## config.mk

```make
export PLATFORM = sky130hd
export DESIGN_NAME = capture_seq
export DESIGN_NICKNAME = d
export VERILOG_FILES = /design/src/rtl/cseq_pkg.sv /design/src/rtl/cseq_cfg.sv /design/src/rtl/cseq_ptr.sv /design/src/rtl/cseq_ctrl.sv /design/src/rtl/capture_seq.sv
export SDC_FILE = /design/constraint.sdc
export NUM_CORES = 1
export LEC_CHECK = 0
export ABC_AREA = 1
export ABC_CLOCK_PERIOD_IN_PS = 2900
export BUFFER_PORTS_ARGS = -buffer_cell sky130_fd_sc_hd__clkbuf_2
export CORE_MARGIN = 1.5
export CORE_UTILIZATION = 50
export DETAILED_ROUTE_END_ITERATION = 10
export GPL_TIMING_DRIVEN = 0
export PLACE_DENSITY = 0.77
export REMOVE_ABC_BUFFERS = 1
export SLEW_MARGIN = 15
export SYNTH_ARGS = -nofsm -noshare
export SYNTH_HDL_FRONTEND = slang
export SYNTH_SLANG_ARGS = --single-unit
```

## constraint.sdc

```tcl
create_clock -name clk -period 2.9 [get_ports clk]
set_input_delay 0.87 -clock clk [delete_from_list [all_inputs] [get_ports clk]]
set_output_delay 0.87 -clock clk [all_outputs]
set_load 0.02 [all_outputs]
```

## src/rtl/cseq_pkg.sv

```systemverilog
package cseq_pkg;

  typedef enum logic [2:0] {
    ST_IDLE,
    ST_FILL,
    ST_ARMED,
    ST_POST,
    ST_DONE
  } cseq_state_e;

  localparam int STAT_W        = 4;
  localparam int STAT_TRIG_BIT = 1;
  localparam int STAT_DONE_BIT = 3;

  // Pre window in blocks: raw value clamped to [1, mem_blks-3], plus one.
  function automatic logic [31:0] pre_blocks(input logic [31:0] raw,
                                             input logic [31:0] mem_blks);
    logic [31:0] v;
    v = (raw < 32'd1) ? 32'd1 : raw;
    if (v > mem_blks - 32'd3) v = mem_blks - 32'd3;
    return v + 32'd1;
  endfunction

  // Post window in blocks: clamped raw plus one, cut to the room left.
  function automatic logic [31:0] post_blocks(input logic [31:0] raw,
                                              input logic [31:0] pre_blk,
                                              input logic [31:0] mem_blks);
    logic [31:0] v;
    logic [31:0] room;
    v    = (raw < 32'd1) ? 32'd1 : raw;
    room = mem_blks - pre_blk;
    return (v >= room) ? room : v + 32'd1;
  endfunction

endpackage

```

## src/rtl/cseq_cfg.sv

```systemverilog
module cseq_cfg #(
  parameter int DEPTH_W  = 16,
  parameter int ADDR_W   = 12,
  parameter int BLK_LOG2 = 8
) (
  input  logic                clk,
  input  logic                rst_n,
  input  logic                load_i,
  input  logic [DEPTH_W-1:0]  pre_depth_i,
  input  logic [DEPTH_W-1:0]  post_depth_i,
  output logic [ADDR_W:0]     pre_len_o,
  output logic [ADDR_W:0]     post_len_o,
  output logic [ADDR_W-1:0]   ring_last_o
);
  import cseq_pkg::*;

  localparam int CNT_W    = ADDR_W + 1;
  localparam int MEM_BLKS = 1 << (ADDR_W - BLK_LOG2);
  localparam int MEM_LEN  = 1 << ADDR_W;
  localparam int MIN_LEN  = 2 << BLK_LOG2;

  logic [CNT_W-1:0]  pre_len_d, post_len_d, ring_len_d;

  always_comb begin
    pre_len_d  = CNT_W'(pre_blocks(32'(pre_depth_i), 32'(MEM_BLKS)) << BLK_LOG2);
    post_len_d = CNT_W'(post_blocks(32'(post_depth_i),
                                    pre_blocks(32'(pre_depth_i), 32'(MEM_BLKS)),
                                    32'(MEM_BLKS)) << BLK_LOG2);
    ring_len_d = pre_len_d + post_len_d;
  end

  always_ff @(posedge clk or negedge rst_n) begin
    if (!rst_n) begin
      pre_len_o   <= CNT_W'(MIN_LEN);
      post_len_o  <= CNT_W'(MIN_LEN);
      ring_last_o <= ADDR_W'(2 * MIN_LEN - 1);
    end else if (load_i) begin
      pre_len_o   <= pre_len_d;
      post_len_o  <= post_len_d;
      ring_last_o <= ADDR_W'(ring_len_d - CNT_W'(1));
    end
  end

  AST_MIN_WINDOW: assert property (@(posedge clk) disable iff (!rst_n)
    (pre_len_o >= CNT_W'(MIN_LEN)) && (post_len_o >= CNT_W'(MIN_LEN)));

  AST_FITS_MEMORY: assert property (@(posedge clk) disable iff (!rst_n)
    ({1'b0, pre_len_o} + {1'b0, post_len_o}) <= (CNT_W+1)'(MEM_LEN));

endmodule

```

## src/rtl/cseq_ptr.sv

```systemverilog
module cseq_ptr #(
  parameter int ADDR_W = 12
) (
  input  logic              clk,
  input  logic              rst_n,
  input  logic              clr_i,
  input  logic              adv_i,
  input  logic [ADDR_W-1:0] ring_last_i,
  output logic [ADDR_W-1:0] ptr_o
);

  logic at_end;
  assign at_end = (ptr_o == ring_last_i);

  always_ff @(posedge clk or negedge rst_n) begin
    if (!rst_n)      ptr_o <= '0;
    else if (clr_i)  ptr_o <= '0;
    else if (adv_i)  ptr_o <= at_end ? '0 : ptr_o + ADDR_W'(1);
  end

  AST_PTR_IN_RING: assert property (@(posedge clk) disable iff (!rst_n)
    ptr_o <= ring_last_i);

endmodule

```

## src/rtl/cseq_ctrl.sv

```systemverilog
module cseq_ctrl #(
  parameter int ADDR_W   = 12,
  parameter int BLK_LOG2 = 8
) (
  input  logic                         clk,
  input  logic                         rst_n,
  input  logic                         start_i,
  input  logic                         smp_vld_i,
  input  logic                         trig_i,
  input  logic [ADDR_W:0]              pre_len_i,
  input  logic [ADDR_W:0]              post_len_i,
  output logic                         wr_en_o,
  output logic                         trig_evt_o,
  output logic [cseq_pkg::STAT_W-1:0]  status_o,
  output logic [ADDR_W-BLK_LOG2:0]     blocks_o
);
  import cseq_pkg::*;

  localparam int CNT_W = ADDR_W + 1;

  cseq_state_e      state_q, state_d;
  logic [CNT_W-1:0] fill_cnt_q, post_cnt_q;
  logic             capturing, fill_inc, post_inc, fill_last, post_last;

  assign capturing  = state_q inside {ST_FILL, ST_ARMED, ST_POST};
  assign wr_en_o    = capturing && smp_vld_i && !start_i;
  assign fill_inc   = wr_en_o && (state_q == ST_FILL);
  assign fill_last  = fill_inc && (fill_cnt_q + CNT_W'(1) == pre_len_i);
  assign trig_evt_o = wr_en_o && (state_q == ST_ARMED) && trig_i;
  assign post_inc   = trig_evt_o || (wr_en_o && (state_q == ST_POST));
  assign post_last  = post_inc && (post_cnt_q + CNT_W'(1) == post_len_i);

  always_comb begin
    state_d = state_q;
    if (start_i) begin
      state_d = ST_FILL;
    end else begin
      case (state_q)
        ST_FILL:  if (fill_last)  state_d = ST_ARMED;
        ST_ARMED: if (trig_evt_o) state_d = post_last ? ST_DONE : ST_POST;
        ST_POST:  if (post_last)  state_d = ST_DONE;
        default:  state_d = state_q;
      endcase
    end
  end

  always_ff @(posedge clk or negedge rst_n) begin
    if (!rst_n) begin
      state_q    <= ST_IDLE;
      fill_cnt_q <= '0;
      post_cnt_q <= '0;
    end else begin
      state_q <= state_d;
      if (start_i) begin
        fill_cnt_q <= '0;
        post_cnt_q <= '0;
      end else begin
        if (fill_inc) fill_cnt_q <= fill_cnt_q + CNT_W'(1);
        if (post_inc) post_cnt_q <= post_cnt_q + CNT_W'(1);
      end
    end
  end

  always_comb begin
    status_o                = '0;
    status_o[STAT_TRIG_BIT] = (state_q == ST_POST) || (state_q == ST_DONE);
    status_o[STAT_DONE_BIT] = (state_q == ST_DONE);
  end

  assign blocks_o = post_cnt_q[CNT_W-1:BLK_LOG2];

  AST_ARMED_FULL: assert property (@(posedge clk) disable iff (!rst_n)
    (state_q == ST_ARMED) |-> (fill_cnt_q == pre_len_i));

  AST_TRIG_AFTER_ARM: assert property (@(posedge clk) disable iff (!rst_n)
    $rose(status_o[STAT_TRIG_BIT]) |-> $past(state_q == ST_ARMED));

  AST_POST_BOUND: assert property (@(posedge clk) disable iff (!rst_n)
    post_cnt_q <= post_len_i);

endmodule

```

## src/rtl/capture_seq.sv

```systemverilog
module capture_seq #(
  parameter int DEPTH_W  = 16,
  parameter int ADDR_W   = 12,
  parameter int BLK_LOG2 = 8
) (
  input  logic                     clk,
  input  logic                     rst_n,
  input  logic                     start_i,
  input  logic                     smp_vld_i,
  input  logic                     trig_i,
  input  logic [DEPTH_W-1:0]       pre_depth_i,
  input  logic [DEPTH_W-1:0]       post_depth_i,
  output logic                     wr_en_o,
  output logic [ADDR_W-1:0]        wr_addr_o,
  output logic [3:0]               status_o,
  output logic [ADDR_W-BLK_LOG2:0] blocks_o
);
  import cseq_pkg::*;

  logic [ADDR_W:0]   pre_len, post_len;
  logic [ADDR_W-1:0] ring_last;
  logic              trig_evt;

  cseq_cfg #(.DEPTH_W(DEPTH_W), .ADDR_W(ADDR_W), .BLK_LOG2(BLK_LOG2)) u_cfg (
    .clk          (clk),
    .rst_n        (rst_n),
    .load_i       (start_i),
    .pre_depth_i  (pre_depth_i),
    .post_depth_i (post_depth_i),
    .pre_len_o    (pre_len),
    .post_len_o   (post_len),
    .ring_last_o  (ring_last)
  );

  cseq_ctrl #(.ADDR_W(ADDR_W), .BLK_LOG2(BLK_LOG2)) u_ctrl (
    .clk        (clk),
    .rst_n      (rst_n),
    .start_i    (start_i),
    .smp_vld_i  (smp_vld_i),
    .trig_i     (trig_i),
    .pre_len_i  (pre_len),
    .post_len_i (post_len),
    .wr_en_o    (wr_en_o),
    .trig_evt_o (trig_evt),
    .status_o   (status_o),
    .blocks_o   (blocks_o)
  );

  cseq_ptr #(.ADDR_W(ADDR_W)) u_ptr (
    .clk         (clk),
    .rst_n       (rst_n),
    .clr_i       (start_i),
    .adv_i       (wr_en_o),
    .ring_last_i (ring_last),
    .ptr_o       (wr_addr_o)
  );

  AST_DONE_NO_WRITE: assert property (@(posedge clk) disable iff (!rst_n)
    status_o[STAT_DONE_BIT] |-> !wr_en_o);

  AST_DONE_HOLD: assert property (@(posedge clk) disable iff (!rst_n)
    (status_o[STAT_DONE_BIT] && !start_i) |=> (status_o[STAT_DONE_BIT] && $stable(wr_addr_o)));

  AST_TRIG_SETS_FLAG: assert property (@(posedge clk) disable iff (!rst_n)
    (trig_evt && !status_o[STAT_TRIG_BIT]) |=> status_o[STAT_TRIG_BIT]);

  AST_BLK_MONOTONIC: assert property (@(posedge clk) disable iff (!rst_n)
    !start_i |=> (blocks_o >= $past(blocks_o)));

  AST_START_CLEARS: assert property (@(posedge clk) disable iff (!rst_n)
    start_i |=> (status_o == 4'd0 && blocks_o == '0 && wr_addr_o == '0));

endmodule

```

==> metrics, run 1 <==
status finished with violations; failing checks negative setup slack; CP delay by family, top simple AND/OR/NAND/NOR gates; placeable core area 0.00864 mm²; Worst Setup End Kind register; Yosys top cell area share between 20% and 30%; global route overflow 0; most frequent cells in the layout nand2_1 (139), inv_1 (66), clkbuf_2 (53); sequential power share between 40% and 50%; Syn Area/Cell 7.22 µm²; final hold slack ~0.50 ns; clk slew on worst S/H paths ~0.11 ns; TritonRoute pass-1 iters 5; largest net degree at the start of global routing 56; DP HPWL around 7.3 mm; crit-path max cell delay ~0.41 ns; Clock Tree Buf Depth 2; initial antenna violation count 0; GRT Max-Usage Layer met2; synth-to-layout area growth 25.3%; Yosys warnings 0; vias in the first global route 4134; fin worst setup slack -2.08 ns; met2 usage a little over two fifths; most common cell after layout, fill and taps aside nand2_1; final net count ~750; Req. time, crit path between 3 and 4 ns; Final Hold Fails 0; Routed WL per cell 15.0 µm; crit path launch type input pin; DR vias/cell roughly 5.6; worst vdd ir 218 µV; Mapped Cells 610; Ports 59; sequential area share after synthesis between 30% and 40%; H-tree depth 2; DRC 0; CTS Sinks 55; crit path kind input pin to register; Max Clock Skew about 0.008 ns; MaxCap Viol Count 0; CTS Buf Count 5; starting DRC count in detailed routing around 300; relative slew slack between 40% and 50%; via count 4459; CP bufs+invs 7; port buffer count 56; Hold Crit Class register to register; CTS tree built; Placer Congestion around 0.84; slowest CP cell fa_2; root buf cell clkbuf_8; internal power approximately 1200 µW; Seq cells post-synth 55; Skew-Pair Late Insertion Delay between 0.3 and 0.4 ns; clock power share a little under a quarter; die width roughly 97 µm; Levels on crit path 32; final worst path period share 172%; Pins Over Slew Limit 0; synthesized cell area between 0.004 and 0.005 mm²; All-Layer GR Usage a little under a quarter; Vert. Die Dim a little under 100 µm; Netlist cell types ~40; RSZ-0062 raised after global routing true; Crit path arrival time approximately 5.2 ns; Fmax approximately 0.2 GHz; Reg2Reg Depth 14; # setup viols final 9; final antenna diode count 0; initial core utilization around 51%; met3 Resource Use GR 2.67%; Final Util between 60 and 70%; leakage power ~0.0025 µW; Die Area 0.00938 mm²; WHS Path Cells 2; Combinational Power Share 31.7%; top post-synthesis cells by area dfrtp_1 (29%), nand2_1 (13%), ha_1 (8.0%); fraction of layout cells with a size suffix above 1 around 30%; drt total wl around 12 mm; minimum clock period between 4 and 5 ns; Synth area leader dfrtp_1; switching share of total power around 37%; post-route antenna net violation count 0; Power Density ~350 mW/mm²; first-pass GRT wire length ~19 mm; critical path fanouts, max 5; switching pwr 710 µW; Row Count 34; worst slew pin tran ~0.76 ns; met1 Use GR slightly below 30%
flip-flops by register name, indices dropped and copies added (netlist names):
name and count:
u_cfg.ring_last_o 4, u_ctrl.post_cnt_q 13, u_ctrl.fill_cnt_q 13, u_cfg.post_len_o 5, u_ptr.ptr_o 12, u_ctrl.state_q 3, u_cfg.pre_len_o 5
synthesized netlist by cell type:
| master | n |
|---|---|
| o22ai_1 | 20 |
| xnor2_1 | 5 |
| o21ai_2 | 4 |
| nor4_1 | 4 |
| clkinv_1 | 3 |
| nand3_4 | 2 |
| o211ai_1 | 1 |
| xor2_1 | 14 |
| dfrtp_1 | 51 |
| conb_1 | 1 |
| xnor2_2 | 1 |
| and3_1 | 1 |
| inv_2 | 3 |
| buf_2 | 2 |
| nor2_1 | 45 |
| and2_1 | 1 |
| buf_4 | 7 |
| nand3_1 | 55 |
| nand2_1 | 153 |
| ha_1 | 28 |
| nor2_2 | 6 |
| o21ai_0 | 29 |
| nand3b_4 | 1 |
| inv_1 | 70 |
| a21oi_1 | 13 |
| nand3b_1 | 5 |
| nor4_4 | 1 |
| a22o_1 | 3 |
| nand2_2 | 8 |
| nor2_4 | 8 |
| nand3_2 | 7 |
| o21ai_1 | 3 |
| nand2_4 | 4 |
| o21bai_1 | 3 |
| clkbuf_1 | 22 |
| nor3_1 | 5 |
| dfstp_2 | 4 |
| or2_4 | 1 |
| nand4_1 | 14 |
| o221ai_1 | 1 |
| fa_1 | 1 |
tightest hold or removal path, cell delays in order, from the launching register on:
cell     delay [ns]
dfstp_2        0.40
nand2_1        0.06
o21ai_1        0.05
metal layers:
layer	share of wire [%]	vias up
met1	40	2092
li1	-	2139
met5	0	-
met4	4.5	0
met2	51	184
met3	4.1	44
final timing paths:
kind                                      start               endpoint  slack (ns)
min in group asynchronous                 rst_n   u_ctrl.post_cnt_q[4]        0.63
min reg2reg                 u_cfg.post_len_o[9]    u_cfg.post_len_o[9]        0.50
max reg2reg                u_ctrl.fill_cnt_q[0]      u_ctrl.state_q[1]        0.62
min                         u_cfg.post_len_o[9]    u_cfg.post_len_o[9]        0.50
max                             pre_depth_i[12]  u_cfg.ring_last_o[11]       -2.08
max in group asynchronous                 rst_n   u_ctrl.fill_cnt_q[1]        1.76
power groups by stage:
| stage | clock [µW] | combinational [µW] | sequential [µW] |
|---|---|---|---|
| after floorplan | 0 | 363 | 880 |
| after global placement | 0 | 498 | 881 |
| after detailed placement | 0 | 518 | 883 |
| after CTS | 458 | 560 | 869 |
| after global routing | 482 | 674 | 880 |
| final | 445 | 611 | 872 |
cell type report:
| cell class | instances | area, µm² |
|---|---|---|
| fill | 675 | 3120 |
| inverter | 76 | 288 |
| clock inverter | 3 | 22.5 |
| timing repair buffer | 99 | 687 |
| tap | 108 | 135 |
| multi-input combinational | 449 | 2930 |
| sequential | 55 | 1380 |
| clock buffer | 5 | 68.8 |
kinds of logic (layout without fill, tap and decap cells):
| logic type | Yosys count | in the layout | share of synthesized area [%] |
|---|---|---|---|
| buf+inv | 107 | 183 | 9.78 |
| flops | 55 | 55 | 31.4 |
| xor+xnor | 20 | 20 | 4.15 |
| other cells | 1 | 2 | 0.0852 |
| compound gates | 77 | 77 | 10.2 |
| fa+ha+maj | 29 | 29 | 8.41 |
| simple gates | 321 | 321 | 36.0 |
what timing repair did:
item                                    CTS  global route
endpoints found under the setup margin    9             9
gates cloned                              1             0
hold buffers                              0             0
pin swaps                                12            37
gates resized for setup                  31            47
buffers inserted                         36             7
per-stage QoR:
stage	std cells	setup TNS (ns)	power (µW)	cell area, µm²	worst slack (ns)
2_1_floorplan	580	-12.85	1240	4260	-2.35
4_1_cts	788	-10.79	1890	5230	-1.84
3_5_place_dp	744	-19.72	1400	4680	-3.19
3_3_place_gp	744	-18.32	1380	4680	-2.97
6_report	795	-12.51	1930	5520	-2.08
5_1_grt	795	-14.07	2040	5520	-2.30
Note: power is estimated with default switching activity, not from simulation.
==> run 2, diff against run 1 <==
--- a/config.mk
+++ b/config.mk
@@ -10,11 +10,12 @@
 export BUFFER_PORTS_ARGS = -buffer_cell sky130_fd_sc_hd__clkbuf_2
 export CORE_MARGIN = 1.5
 export CORE_UTILIZATION = 50
+export CTS_CLUSTER_DIAMETER = 40
 export DETAILED_ROUTE_END_ITERATION = 10
 export GPL_TIMING_DRIVEN = 0
 export PLACE_DENSITY = 0.77
+export RECOVER_POWER = 50
 export REMOVE_ABC_BUFFERS = 1
-export SLEW_MARGIN = 15
 export SYNTH_ARGS = -nofsm -noshare
 export SYNTH_HDL_FRONTEND = slang
 export SYNTH_SLANG_ARGS = --single-unit
==> metrics, run 2 (synthesis results as in run 1) <==
fraction of layout cells with a size suffix above 1 28.9% (-1.1 points); flop2flop setup slack 0.64 ns (+0.02 ns); switching share of total power 36.9% (+0.094 points); internal power 1200 µW (-1.4%); starting DRC count in detailed routing 300 (-0.66%); All-Layer GR Usage 23.4% (-0.54 points); largest net degree at the start of global routing 56 (unchanged); fill count 690 (+2.2%); initial core utilization 51.0% (unchanged); TritonRoute pass-1 iters 5 (unchanged); die width 96.8 µm (unchanged); post-place setup slack -3.21 ns (-0.0131 ns); worst vdd ir 198 µV (-8.8%); CTS tree built; hold buffers post-CTS 0 (unchanged); DR vias/cell 5.59 (-0.26%); minimum clock period 4.84 ns (-0.136 ns); clock power share 23.1% (about the same); Max Clock Skew 0.00807 ns (+0.0000477 ns); Layout Cells excl Fill 779 (-2.0%); CTS Sinks 55 (unchanged); Skew-Pair Late Insertion Delay 0.31 ns (about the same); Design Power 1900 µW (-1.3%); Die Area 0.00938 mm² (unchanged); clk slew on worst S/H paths 0.11 ns (about the same); relative slew slack 8.21% (-41 points); Ports 59 (unchanged); vias in the first global route 4133 (-0.024%); Combinational Power Share 31.0% (-0.7 points); slowest CP cell fa_2; leakage power 0.00245 µW (-3.8%); # setup viols final 9 (unchanged); Hold Crit Class register to register; drt total wl 11.3 mm (-5.5%); final antenna diode count 0 (unchanged); most common cell after layout, fill and taps aside nand2_1; crit path launch type input pin; H-tree depth 2 (unchanged); Pins Over Slew Limit 0 (unchanged); failing checks negative setup slack; Crit path top cell by count nand2_2; Clock Tree Buf Depth 2 (unchanged); post-route antenna net violation count 0 (unchanged); final hold slack 0.511 ns (+0.0151 ns); Multi-input gate area 0.00305 mm² (+4.0%); final net count 736 (-2.1%); global route overflow 0 (unchanged); crit path kind input pin to register; status finished with violations; Placer Congestion 0.844 (unchanged); root buf cell clkbuf_8; DP HPWL 7.33 mm (+1.1%); crit-path max cell delay 0.40 ns (about the same); sequential power share 45.9% (+0.7 points); fin worst setup slack -1.94 ns (+0.136 ns); CP delay by family, top simple AND/OR/NAND/NOR gates; sequential cell area 0.00138 mm² (unchanged); Setup crit start pre_depth_i[12]; Req. time, crit path 3.16 ns (about the same); Worst Setup End Kind register; Fmax 0.207 GHz (+2.8%); Power Density 348 mW/mm² (-0.53%); Row Count 34 (unchanged); switching pwr 702 µW (-1.0%); Vert. Die Dim 96.8 µm (unchanged); reg2reg start u_ctrl.fill_cnt_q[0]; RSZ-0062 raised after global routing true; Top Registers u_ctrl.fill_cnt_q (13), u_ctrl.post_cnt_q (13), u_ptr.ptr_o (12); Crit path arrival time 5.10 ns (-0.13 ns); placeable core area 0.00864 mm² (unchanged); startpoint of the worst hold path u_cfg.post_len_o[9]; final worst path period share 167% (-4.7 points); most frequent cells in the layout nand2_1 (136), inv_1 (66), dfrtp_1 (51); Final Hold Fails 0 (unchanged); MaxCap Viol Count 0 (unchanged); DRC 0 (unchanged); CTS Buf Count 5 (unchanged); synth-to-layout area growth 24.3%; port buffer count 56 (unchanged); first-pass GRT wire length 18.6 mm (-1.2%); Routed WL per cell 14.5 µm (-3.6%); critical path fanouts, max 5 (unchanged); CP bufs+invs 7 (unchanged); worst slew pin tran 1.38 ns (+0.614 ns); dpl cells 744 (unchanged); initial antenna violation count 0 (unchanged); via count 4358 (-2.3%)
[run 2: final timing paths]
check / endpoint / depth (start not counted)
setup reg to reg: u_ctrl.state_q[1] / 14
hold / removal: u_cfg.post_len_o[9] / 2
setup / recovery: u_cfg.ring_last_o[11] / 32
hold reg to reg: u_cfg.post_len_o[9] / 2
min in group asynchronous: u_ctrl.post_cnt_q[4] / 1
max in group asynchronous: u_ctrl.fill_cnt_q[9] / 1
[run 2: power by group through the flow]
stage / clock (µW) / combinational (µW) / sequential [µW]
final: 440 / 590 / 872
after global placement: 0 / 498 / 881
after detailed placement: 0 / 518 / 883
after global routing: 484 / 654 / 880
after floorplan: 0 / 363 / 880
after CTS: 450 / 551 / 869
[run 2: through the flow]
stage	area [µm²]	TNS [ns]	util [%]
4_1_cts	5290	-8.57	61.2
2_1_floorplan	4260	-12.85	-
6_report	5470	-9.31	63.4
3_3_place_gp	4680	-18.32	54.2
5_1_grt	5470	-11.19	63.4
3_5_place_dp	4680	-19.78	54.2
[run 2: worst min-delay path: cells and delay by family (launching register included)]
family	cells	cell delay (ns)
compound gates	1	0.06
simple gates	1	0.06
flops	1	0.40
[run 2: layout make-up]
cell class | instances | area share, %
Inverter | 76 | 5.21
Multi-Input combinational cell | 449 | 55.7
Sequential cell | 55 | 25.2
Timing Repair Buffer | 83 | 9.74
Clock buffer | 6 | 1.33
Clock inverter | 2 | 0.297
Tap cell | 108 | 2.47
[run 2: layer usage]
layer,wire [µm],track usage [%],vias to the layer above
li1,-,-,2109
met1,4670,29.5,2073
met2,5910,42.1,148
met3,449,2.46,28
met4,259,7.25,0
met5,0,0,-
[run 2: repair_timing]
action	4_1_cts	5_1_grt
buffers inserted	18	8
cloned	1	0
gates resized for setup	64	30
pin swaps	37	37
setup endpoints to repair	9	9
==> run 3, diff against run 2 <==
--- a/config.mk
+++ b/config.mk
@@ -5,7 +5,6 @@
 export SDC_FILE = /design/constraint.sdc
 export NUM_CORES = 1
 export LEC_CHECK = 0
-export ABC_AREA = 1
 export ABC_CLOCK_PERIOD_IN_PS = 2900
 export BUFFER_PORTS_ARGS = -buffer_cell sky130_fd_sc_hd__clkbuf_2
 export CORE_MARGIN = 1.5
==> metrics, run 3 <==
status finished with violations; failing checks negative setup slack; Fmax 0.188 GHz (-9.2%); synthesized cell area 0.00410 mm² (-6.8%); top post-synthesis cells by area dfrtp_1 (31%), ha_1 (8.5%), xor2_1 (7.5%); design area 0.00482 mm² (-12%); Top Registers u_ctrl.fill_cnt_q (13), u_ctrl.post_cnt_q (13), u_ptr.ptr_o (12); Setup crit start pre_depth_i[5]; final hold slack 0.496 ns (-0.0145 ns); sequential area share after synthesis 33.7% (+2.3 points); starting DRC count in detailed routing 159 (-47%); critical path fanouts, max 6 (+1); All-Layer GR Usage 21.3% (-2.1 points); CTS Buf Count 5 (unchanged); leakage power 0.00218 µW (-11%); hold buffers post-CTS 0 (unchanged); final net count 588 (-20%); Seq cells post-synth 55 (unchanged); Layout Cells excl Fill 625 (-20%); worst vdd ir 189 µV (-4.8%); first-pass GRT wire length 15.4 mm (-17%); Hold Crit Class register to register; DR vias/cell 5.91 (+5.6%); placeable core area 0.00785 mm² (-9.1%); RSZ-0062 raised after global routing true; DR WL met3 362 µm (-19%); Worst Setup End Kind register; Power Density 319 mW/mm² (-8.2%); Vert. Die Dim 93.6 µm (-3.4%); DRT met1 WL 4.26 mm (-8.9%); Post-synth EDFFs 0 (unchanged); clk slew on worst S/H paths 0.11 ns (about the same); minimum clock period 5.33 ns (+0.493 ns); CTS Sinks 55 (unchanged); vias in the first global route 3409 (-18%); DRC 0 (unchanged); Pins Over Slew Limit 0 (unchanged); terminus of the critical flop-to-flop path u_ctrl.state_q[0]; DP HPWL 6.21 mm (-15%); global route overflow 0 (unchanged); Placer Congestion 0.818 (-3.2%); root buf cell clkbuf_8; flop2flop setup slack 0.39 ns (-0.25 ns); Die Area 0.00876 mm² (-6.6%); final worst path period share 184% (+17 points); initial core utilization 52.3% (+1.3 points); Clock Tree Buf Depth 2 (unchanged); H-tree depth 2 (unchanged); Reg2Reg Depth 8 (-6); Yosys top cell area share 31.1% (+2.1 points); crit path to u_cfg.ring_last_o[11]; dpl cells 592 (-20%); crit path launch type input pin; Max Clock Skew 0.0111 ns (+0.00298 ns); MaxCap Viol Count 0 (unchanged); post-route antenna net violation count 0 (unchanged); crit path kind input pin to register; Skew-Pair Late Insertion Delay 0.31 ns (about the same); # setup viols final 10 (+1); Netlist cell types 64 (+56%); fin worst setup slack -2.43 ns (-0.493 ns); initial antenna violation count 0 (unchanged); fraction of layout cells with a size suffix above 1 25.6% (-3.3 points); Routed WL per cell 15.5 µm (+6.6%); Ports 59 (unchanged); die width 93.6 µm (-3.4%); Row Count 32 (-5.9%); via count 3691 (-15%); relative slew slack 7.82% (-0.39 points); CTS tree built; Mapped Cells 475 (-22%); worst slew pin tran 1.38 ns (+0.00588 ns); drt total wl 9.66 mm (-14%); Final Hold Fails 0 (unchanged); port buffer count 56 (unchanged); largest net degree at the start of global routing 56 (unchanged); reg2reg start u_ctrl.post_cnt_q[0]; most common cell after layout, fill and taps aside clkbuf_2; Yosys warnings 0 (unchanged); Fin Setup TNS -13.09 ns (-3.78 ns); Syn Area/Cell 8.63 µm² (+20%); placed cell area 0.00432 mm² (-7.7%); Synth area leader dfrtp_1; Req. time, crit path 3.12 ns (-0.04 ns); Crit path arrival time 5.55 ns (+0.45 ns); top cells by count, synth nor2_1 (52), dfrtp_1 (51), xor2_1 (35), o21ai_0 (34), nand2_1 (31); fraction of registers with async set or reset after synthesis 100% (unchanged); Top FF cell, synth dfrtp_1; most frequent cells in the layout clkbuf_2 (52), dfrtp_1 (51), nor2_1 (50); synth-to-layout area growth 17.6%; met2 WL 4.90 mm (-17%); most frequent cell after synthesis nor2_1; top sig layer met4; final antenna diode count 0 (unchanged); TritonRoute pass-1 iters 5 (unchanged); Design Power 1540 µW (-19%)
## run 3: repair_timing
action,4_1_cts,5_1_grt
endpoints found under the hold margin,0,0
setup buffers,15,10
pin swaps,19,21
gates resized for setup,29,26
cloned,0,0
endpoints found under the setup margin,14,10
## run 3: power breakdown
| group | leakage, µW | switching (µW) | total (µW) | internal, µW |
|---|---|---|---|---|
| combinational | 0.00142 | 156 | 281 | 125 |
| sequential | 0.000726 | 25.3 | 820 | 795 |
| clock | 0.0000402 | 269 | 438 | 169 |
## run 3: layer usage
metal | GRT usage (%) | vias to the layer above
met5 | 0 | -
met4 | 4.60 | 0
li1 | - | 1748
met3 | 2.52 | 17
met1 | 28.3 | 1819
met2 | 37.3 | 107
## run 3: through the flow
stage / worst slack, ns / util, %
2_1_floorplan: -2.61 / -
3_3_place_gp: -3.26 / 55.0
3_5_place_dp: -3.38 / 55.0
4_1_cts: -2.15 / 59.3
5_1_grt: -2.59 / 61.5
6_report: -2.43 / 61.5
## run 3: worst min-delay path by stage
stage | from | endpoint | cells after the start
floorplan | u_cfg.ring_last_o[8] | u_cfg.ring_last_o[8] | 2
global placement | u_cfg.ring_last_o[8] | u_cfg.ring_last_o[8] | 2
detailed placement | u_cfg.ring_last_o[8] | u_cfg.ring_last_o[8] | 2
CTS | u_cfg.ring_last_o[8] | u_cfg.ring_last_o[8] | 2
global route | u_cfg.ring_last_o[8] | u_cfg.ring_last_o[8] | 2
finish | u_cfg.ring_last_o[8] | u_cfg.ring_last_o[8] | 2
## run 3: cell type report
class                      count  area (µm²)
clock buffer                   5        68.8
timing repair buffer          81         500
multi-input combinational    360        2660
clock inverter                 3        20.0
inverter                      19        71.3
fill                         665        3020
tap                          102         128
sequential                    55        1380
## run 3: cell families after synthesis
kind of cell / Yosys count / share of synthesized area (%)
fa+ha+maj: 29 / 9.03
mux: 17 / 4.30
simple gates: 176 / 22.7
xor+xnor: 47 / 10.0
buf+inv: 61 / 6.50
flops: 55 / 33.7
compound gates: 89 / 13.6
other cells: 1 / 0.0914
## run 3: worst max-delay path, stage by stage
cell and delay [ns]:
clkbuf_2 0.10, nor4_4 0.29, nand3_2 0.18, buf_6 0.16, nor2_2 0.11, nand2_2 0.10
inv_2 0.11, ha_4 0.16, buf_6 0.14, o21ai_1 0.08, ha_1 0.32, a21o_1 0.20
a221o_1 0.39, a211oi_4 0.35, nor2_4 0.08, mux2i_4 0.22, ha_1 0.31, inv_2 0.05
ha_4 0.15, fa_2 0.36, xnor2_2 0.24, xnor2_2 0.11, a211o_1 0.24, a31o_1 0.20
